`config.mk`:
```
export PLATFORM = sky130hd
export DESIGN_NAME = iso_ep_sched
export DESIGN_NICKNAME = d
export VERILOG_FILES = /design/src/rtl/iso_sched_pkg.sv /design/src/rtl/iso_sched_ctrl.sv /design/src/rtl/iso_sched_dp.sv /design/src/rtl/iso_ep_sched.sv
export SDC_FILE = /design/constraint.sdc
export NUM_CORES = 1
export LEC_CHECK = 0
export ABC_AREA = 1
export BUFFER_PORTS_ARGS = -buffer_cell sky130_fd_sc_hd__buf_2
export CAP_MARGIN = 20
export CORE_UTILIZATION = 35
export CTS_CLUSTER_DIAMETER = 100
export DETAILED_ROUTE_END_ITERATION = 10
export HOLD_SLACK_MARGIN = 0.12
export SKIP_LAST_GASP = 1
export SLEW_MARGIN = 20
export SYNTH_ARGS = -nofsm -noshare
export SYNTH_HDL_FRONTEND = slang
export SYNTH_SLANG_ARGS = --single-unit
```
`constraint.sdc`:
```
create_clock -name clk -period 1.67 [get_ports clk]
set_input_delay 0.167 -clock clk [delete_from_list [all_inputs] [get_ports clk]]
set_output_delay 0.167 -clock clk [all_outputs]
set_load 0.1 [all_outputs]
```
`src/rtl/iso_sched_pkg.sv`:
```
package iso_sched_pkg;
  typedef enum logic [1:0] {EP_IDLE = 2'd0, EP_PEND = 2'd1, EP_ACT = 2'd2} epState_t;
  typedef enum logic [1:0] {RSP_NONE = 2'd0, RSP_ZLP = 2'd1, RSP_XFER = 2'd2, RSP_DROP = 2'd3} rspCode_t;
  typedef struct packed {
    logic     loadMult;
    logic     clrCount;
    logic     incCount;
    logic     rspLoad;
    rspCode_t rspCode;
  } dpCtrl_t;
endpackage

```
`src/rtl/iso_sched_ctrl.sv`:
```
module iso_sched_ctrl
  import iso_sched_pkg::*;
#(
  parameter int MULT_W = 2
) (
  input  logic              clk,
  input  logic              rstN,
  input  logic              primeReq,
  input  logic [MULT_W-1:0] primeMult,
  input  logic              cancelReq,
  input  logic              sofStb,
  input  logic              tokValid,
  input  logic              tokIsIn,
  input  logic              xferDone,
  input  logic              lastXfer,
  output dpCtrl_t           strobes,
  output logic              primeAck,
  output logic              multErr,
  output logic              retire,
  output logic              epPending,
  output logic              epArmed
);
  epState_t state, nState;
  logic busy, nBusy, sofLat, nSofLat, nAck, nErr, nRetire;

  always_comb begin
    nState  = state;
    nBusy   = busy;
    nSofLat = sofLat;
    nAck    = 1'b0;
    nErr    = 1'b0;
    nRetire = 1'b0;
    strobes = '0;
    if (cancelReq) begin
      nState  = EP_IDLE;
      nBusy   = 1'b0;
      nSofLat = 1'b0;
    end else begin
      case (state)
        EP_IDLE: if (primeReq) begin
          nAck = 1'b1;
          if (primeMult == '0) nErr = 1'b1;
          else begin
            nState = EP_PEND;
            strobes.loadMult = 1'b1;
          end
        end
        EP_PEND: if (sofStb) begin
          nState = EP_ACT;
          strobes.clrCount = 1'b1;
        end
        EP_ACT: begin
          if (busy) begin
            if (xferDone) begin
              nBusy = 1'b0;
              if (lastXfer) begin
                nRetire = 1'b1;
                nState  = EP_IDLE;
                nSofLat = 1'b0;
              end else if (sofLat || sofStb) begin
                strobes.clrCount = 1'b1;
                nSofLat = 1'b0;
              end else begin
                strobes.incCount = 1'b1;
              end
            end else if (sofStb) begin
              nSofLat = 1'b1;
            end
          end else begin
            if (sofStb) strobes.clrCount = 1'b1;
            if (tokValid) nBusy = 1'b1;
          end
        end
        default: nState = EP_IDLE;
      endcase
    end
    if (tokValid) begin
      strobes.rspLoad = 1'b1;
      if (state == EP_ACT && !cancelReq) strobes.rspCode = busy ? RSP_DROP : RSP_XFER;
      else strobes.rspCode = tokIsIn ? RSP_ZLP : RSP_DROP;
    end
  end

  always_ff @(posedge clk) begin
    if (!rstN) begin
      state    <= EP_IDLE;
      busy     <= 1'b0;
      sofLat   <= 1'b0;
      primeAck <= 1'b0;
      multErr  <= 1'b0;
      retire   <= 1'b0;
    end else begin
      state    <= nState;
      busy     <= nBusy;
      sofLat   <= nSofLat;
      primeAck <= nAck;
      multErr  <= nErr;
      retire   <= nRetire;
    end
  end

  assign epPending = (state == EP_PEND);
  assign epArmed   = (state == EP_ACT);

  // idle never goes straight to armed
  a_r1_no_direct_arm: assert property (@(posedge clk) disable iff (!rstN)
    (state == EP_IDLE) |=> (state != EP_ACT));
  // retire only follows the armed state
  a_r4_retire_from_act: assert property (@(posedge clk) disable iff (!rstN)
    $rose(retire) |-> ($past(state) == EP_ACT));
  // cancel leaves idle with no retire
  a_r10_cancel_clears: assert property (@(posedge clk) disable iff (!rstN)
    cancelReq |=> (state == EP_IDLE && !busy && !retire));
  // error flag only together with acknowledge
  a_r9_err_with_ack: assert property (@(posedge clk) disable iff (!rstN)
    multErr |-> primeAck);
endmodule

```
`src/rtl/iso_sched_dp.sv`:
```
module iso_sched_dp
  import iso_sched_pkg::*;
#(
  parameter int MULT_W = 2
) (
  input  logic              clk,
  input  logic              rstN,
  input  dpCtrl_t           strobes,
  input  logic [MULT_W-1:0] primeMult,
  output logic              lastXfer,
  output logic [MULT_W-1:0] frameCount,
  output logic [MULT_W-1:0] curMult,
  output logic              respValid,
  output logic [1:0]        respCode
);
  localparam int CW = MULT_W + 1;
  rspCode_t rspReg;

  always_ff @(posedge clk) begin
    if (!rstN) begin
      curMult    <= '0;
      frameCount <= '0;
      respValid  <= 1'b0;
      rspReg     <= RSP_NONE;
    end else begin
      if (strobes.loadMult) curMult <= primeMult;
      if (strobes.clrCount) frameCount <= '0;
      else if (strobes.incCount) frameCount <= frameCount + 1'b1;
      respValid <= strobes.rspLoad;
      if (strobes.rspLoad) rspReg <= strobes.rspCode;
    end
  end

  assign lastXfer = ({1'b0, frameCount} + CW'(1)) == {1'b0, curMult};
  assign respCode = rspReg;

  // a loaded response always carries a real code
  a_r6_code_nonzero: assert property (@(posedge clk) disable iff (!rstN)
    respValid |-> (respCode != 2'd0));
endmodule

```
`src/rtl/iso_ep_sched.sv`:
```
module iso_ep_sched
  import iso_sched_pkg::*;
#(
  parameter int MULT_W = 2
) (
  input  logic              clk,
  input  logic              rstN,
  input  logic              primeReq,
  input  logic [MULT_W-1:0] primeMult,
  input  logic              cancelReq,
  input  logic              sofStb,
  input  logic              tokValid,
  input  logic              tokIsIn,
  input  logic              xferDone,
  output logic              primeAck,
  output logic              multErr,
  output logic              retire,
  output logic              epPending,
  output logic              epArmed,
  output logic              respValid,
  output logic [1:0]        respCode
);
  dpCtrl_t           strobes;
  logic              lastXfer;
  logic [MULT_W-1:0] frameCount, curMult;

  iso_sched_ctrl #(.MULT_W(MULT_W)) ctrl_i (
    .clk(clk), .rstN(rstN), .primeReq(primeReq), .primeMult(primeMult),
    .cancelReq(cancelReq), .sofStb(sofStb), .tokValid(tokValid), .tokIsIn(tokIsIn),
    .xferDone(xferDone), .lastXfer(lastXfer), .strobes(strobes), .primeAck(primeAck),
    .multErr(multErr), .retire(retire), .epPending(epPending), .epArmed(epArmed));

  iso_sched_dp #(.MULT_W(MULT_W)) dp_i (
    .clk(clk), .rstN(rstN), .strobes(strobes), .primeMult(primeMult),
    .lastXfer(lastXfer), .frameCount(frameCount), .curMult(curMult),
    .respValid(respValid), .respCode(respCode));

  // frame count stays below the programmed count while armed
  a_r3_count_in_range: assert property (@(posedge clk) disable iff (!rstN)
    epArmed |-> (frameCount < curMult));
endmodule

```
==> Flow_metrics.wiki <==
{| class="wikitable"
! Metric !! Value
|-
| Status || completed
|-
| Remaining DRCs || 0
|-
| Total number of yosys warnings || 0
|-
| Delay of the slowest cell on the worst path || 0.43 ns
|-
| Number of fillers in the final layout || 205
|-
| Sequence of cells on the critical path || inv_1 -> ha_4 -> buf_2
|-
| Sequential cell area || 280 sq um
|-
| Instance area at placement || 841 sq um
|-
| Initial standard-cell utilization of the core || 0.390
|-
| Net count after synthesis || 119
|-
| Multi-input logic area || 365 sq um
|-
| Post-Route WL || 1.52 mm
|-
| Sum of negative setup slack || 0 ns
|-
| Antenna violations before repair || 0
|-
| Layout net count || 146
|-
| Worst supply voltage drop on vdd || about 0.0005 V
|-
| Cts bufs inserted || 3
|-
| Area growth from synthesis to final layout || 30.7%
|-
| Die Span X || 47.0 um
|-
| Tightest Pin Transition || 0.488 ns
|-
| Clk slew on worst S/H paths || 0.09 ns
|-
| Sequential area share after synthesis || 0.395
|-
| Maximum count of clock buffers along a single path || 2
|-
| Max frequency || 636 MHz
|-
| Worst setup EP type || output port
|-
| Library cells used by synthesis || 16
|-
| Startpoint class of the critical path || flip-flop
|-
| Final setup skew || 0.00647 ns
|-
| Layout cell share with drive strength beyond 1 || 0.215
|-
| Cell area power density || 884 nW/um^2
|-
| Max-cap violations || 0
|-
| Via density per instance || approximately 4.3
|-
| Total setup buffers inserted after CTS || 0
|-
| Placement Rows || 15
|-
| Placeable Area || ~1800 sq um
|-
| Instance count after placement with tap cells included || 146
|-
| Total of hold buffers inserted after clock tree synthesis || 4
|-
| CP Data Arrival Time || 1.40 ns
|-
| Area of the die || 2210 sq um
|-
| Post-cts repair resize count || 0
|-
| Detailed-route via count || approximately 670
|-
| Number of I/O pins || 18
|-
| CP max FO || 5
|-
| Largest net degree at the start of global routing || 9
|-
| Gate count after technology mapping || 104
|-
| Skew-Pair Late Insertion Delay || ~0.28 ns
|-
| First-pass GRT wire length || roughly 2.6 mm
|-
| Root buffer cell || clkbuf_4
|-
| H-tree depth || 1
|-
| Final Slew Violations || 0
|-
| Buffers added on ports || 17
|-
| TritonCTS clock tree || yes
|-
| Number of global-route vias before repair || 626
|-
| Utilization after layout || 0.509
|-
| Portion of the clock cycle consumed by the worst path in the final layout || 0.941
|-
| Number of design-rule violations left by the first detailed-router iteration || 6
|-
| Max transition margin || 0.677
|-
| Setup Crit Path Kind || flip-flop to output port
|-
| Post-detailed-route count of antenna-violating nets || 0
|-
| Design area || 927 sq um
|-
| WL/cell || 9.80 um
|-
| Cell area after synthesis || 709 sq um
|-
| Non-filler instance count after layout || about 160
|-
| Overall track demand over capacity in global routing || 0.172
|-
| Worst-case register-to-register setup slack || 0.16 ns
|-
| Unrepaired setup endpoints after global routing || no
|-
| Total iterations of the first detailed-routing run || 4
|-
| Required @ worst endpoint || ~1.5 ns
|-
| Classification of the worst-slack hold path || input pin to flip-flop
|-
| Clock sink total || 14
|-
| Routability cong. || 0.786
|-
| Cell with the biggest individual delay on the critical path || buf_2
|-
| Total of flip-flops plus latches after synthesis || 14
|-
| Minimum clock period after layout || 1.57 ns
|-
| Final setup violating endpoints || 0
|-
| Y dimension of the die || 47.0 um
|-
| Final count of hold timing violations || 0
|-
| Global route overflow || 0
|-
| # diodes || 0
|-
| Syn avg cell area || 6.82 sq um
|-
| HPWL after DPL || around 1.2 mm
|-
| Leakage component of the power || between 0.4 and 0.5 nW
|}
## worst paths after layout
path,startpoint,end,cells after the start
hold reg to reg,dp_i.respCode[0],dp_i.respCode[0],2
hold / removal,rstN,dp_i.frameCount[0],3
setup reg to reg,ctrl_i.state[0],dp_i.respCode[1],5
setup / recovery,ctrl_i.state[0],epArmed,3
## critical path: cells and delay by family (launching register included)
family | cells | cell delay, ns
buf+inv | 2 | 0.59
flops | 1 | 0.33
fa+ha+maj | 1 | 0.20
## cells in the final DEF (no fill, tap or decap), types with 4 or more instances in the layout
cell type | synthesis | layout
inv_1 | 18 | 18
dfxtp_1 | 14 | 14
nand2_1 | 23 | 23
buf_2 | 0 | 17
a21oi_1 | 5 | 5
o21ai_0 | 6 | 6
nor2_1 | 16 | 16
dlygate4sd3_1 | 0 | 5
nor3_1 | 4 | 4
## layer usage
layer | GRT usage | share of wire | vias to the layer above
met1 | 0.217 | 0.48 | 278
li1 | - | - | 375
met4 | 0.0857 | 0.0079 | 0
met5 | 0 | 0 | -
met3 | 0.0462 | 0.023 | 2
met2 | 0.269 | 0.49 | 10
## cell type report
| cell class | count | area share |
|---|---|---|
| multi-input cells | 69 | 0.394 |
| flip-flops and latches | 14 | 0.302 |
| repair buffers | 22 | 0.146 |
| inverters | 21 | 0.0850 |
| clock buffers | 4 | 0.0391 |
| well taps | 25 | 0.0337 |
## power breakdown
part	leakage (nW)	switching (mW)	internal [mW]
Clock	0.0210	0.119	0.133
Sequential	0.114	0.00848	0.349
Combinational	0.344	0.153	0.0575
Total	0.479	0.281	0.539
## cell usage after synthesis (all sizes together)
master	instances	area (sq um)
nand2	24	92.6
nand4	1	6.26
nand3	3	15.0
a21oi	5	25.0
inv	21	78.8
a31oi	1	6.26
o22ai	2	12.5
dfxtp	14	280
ha	5	62.6
nor2	17	71.3
xor2	1	8.76
o21ai	6	30.0
nor3	4	20.0
## kinds of logic after synthesis
group	Yosys count	synth area share
simple gates	49	0.289
buf+inv	21	0.111
compound gates	14	0.104
flops	14	0.395
fa+ha+maj	5	0.0882
xor+xnor	1	0.0123
## flip-flops by register name, indices dropped and copies added (netlist names)
name	flops
ctrl_i.state	2
dp_i.curMult	2
dp_i.frameCount	2
ctrl_i.primeAck	1
ctrl_i.busy	1
ctrl_i.sofLat	1
ctrl_i.multErr	1
ctrl_i.retire	1
dp_i.respValid	1
dp_i.respCode	2
## metrics by stage
step | setup slack, ns | power [mW] | hold slack (ns)
4_1_cts | 0.0820 | 0.827 | 0.122
3_3_place_gp | 0.250 | 0.563 | 0.369
5_1_grt | 0.0243 | 0.870 | 0.165
3_5_place_dp | 0.239 | 0.565 | 0.370
6_report | 0.0986 | 0.819 | 0.169
2_1_floorplan | 0.0789 | 0.524 | 0.260
(Power assumes the default switching activity.)
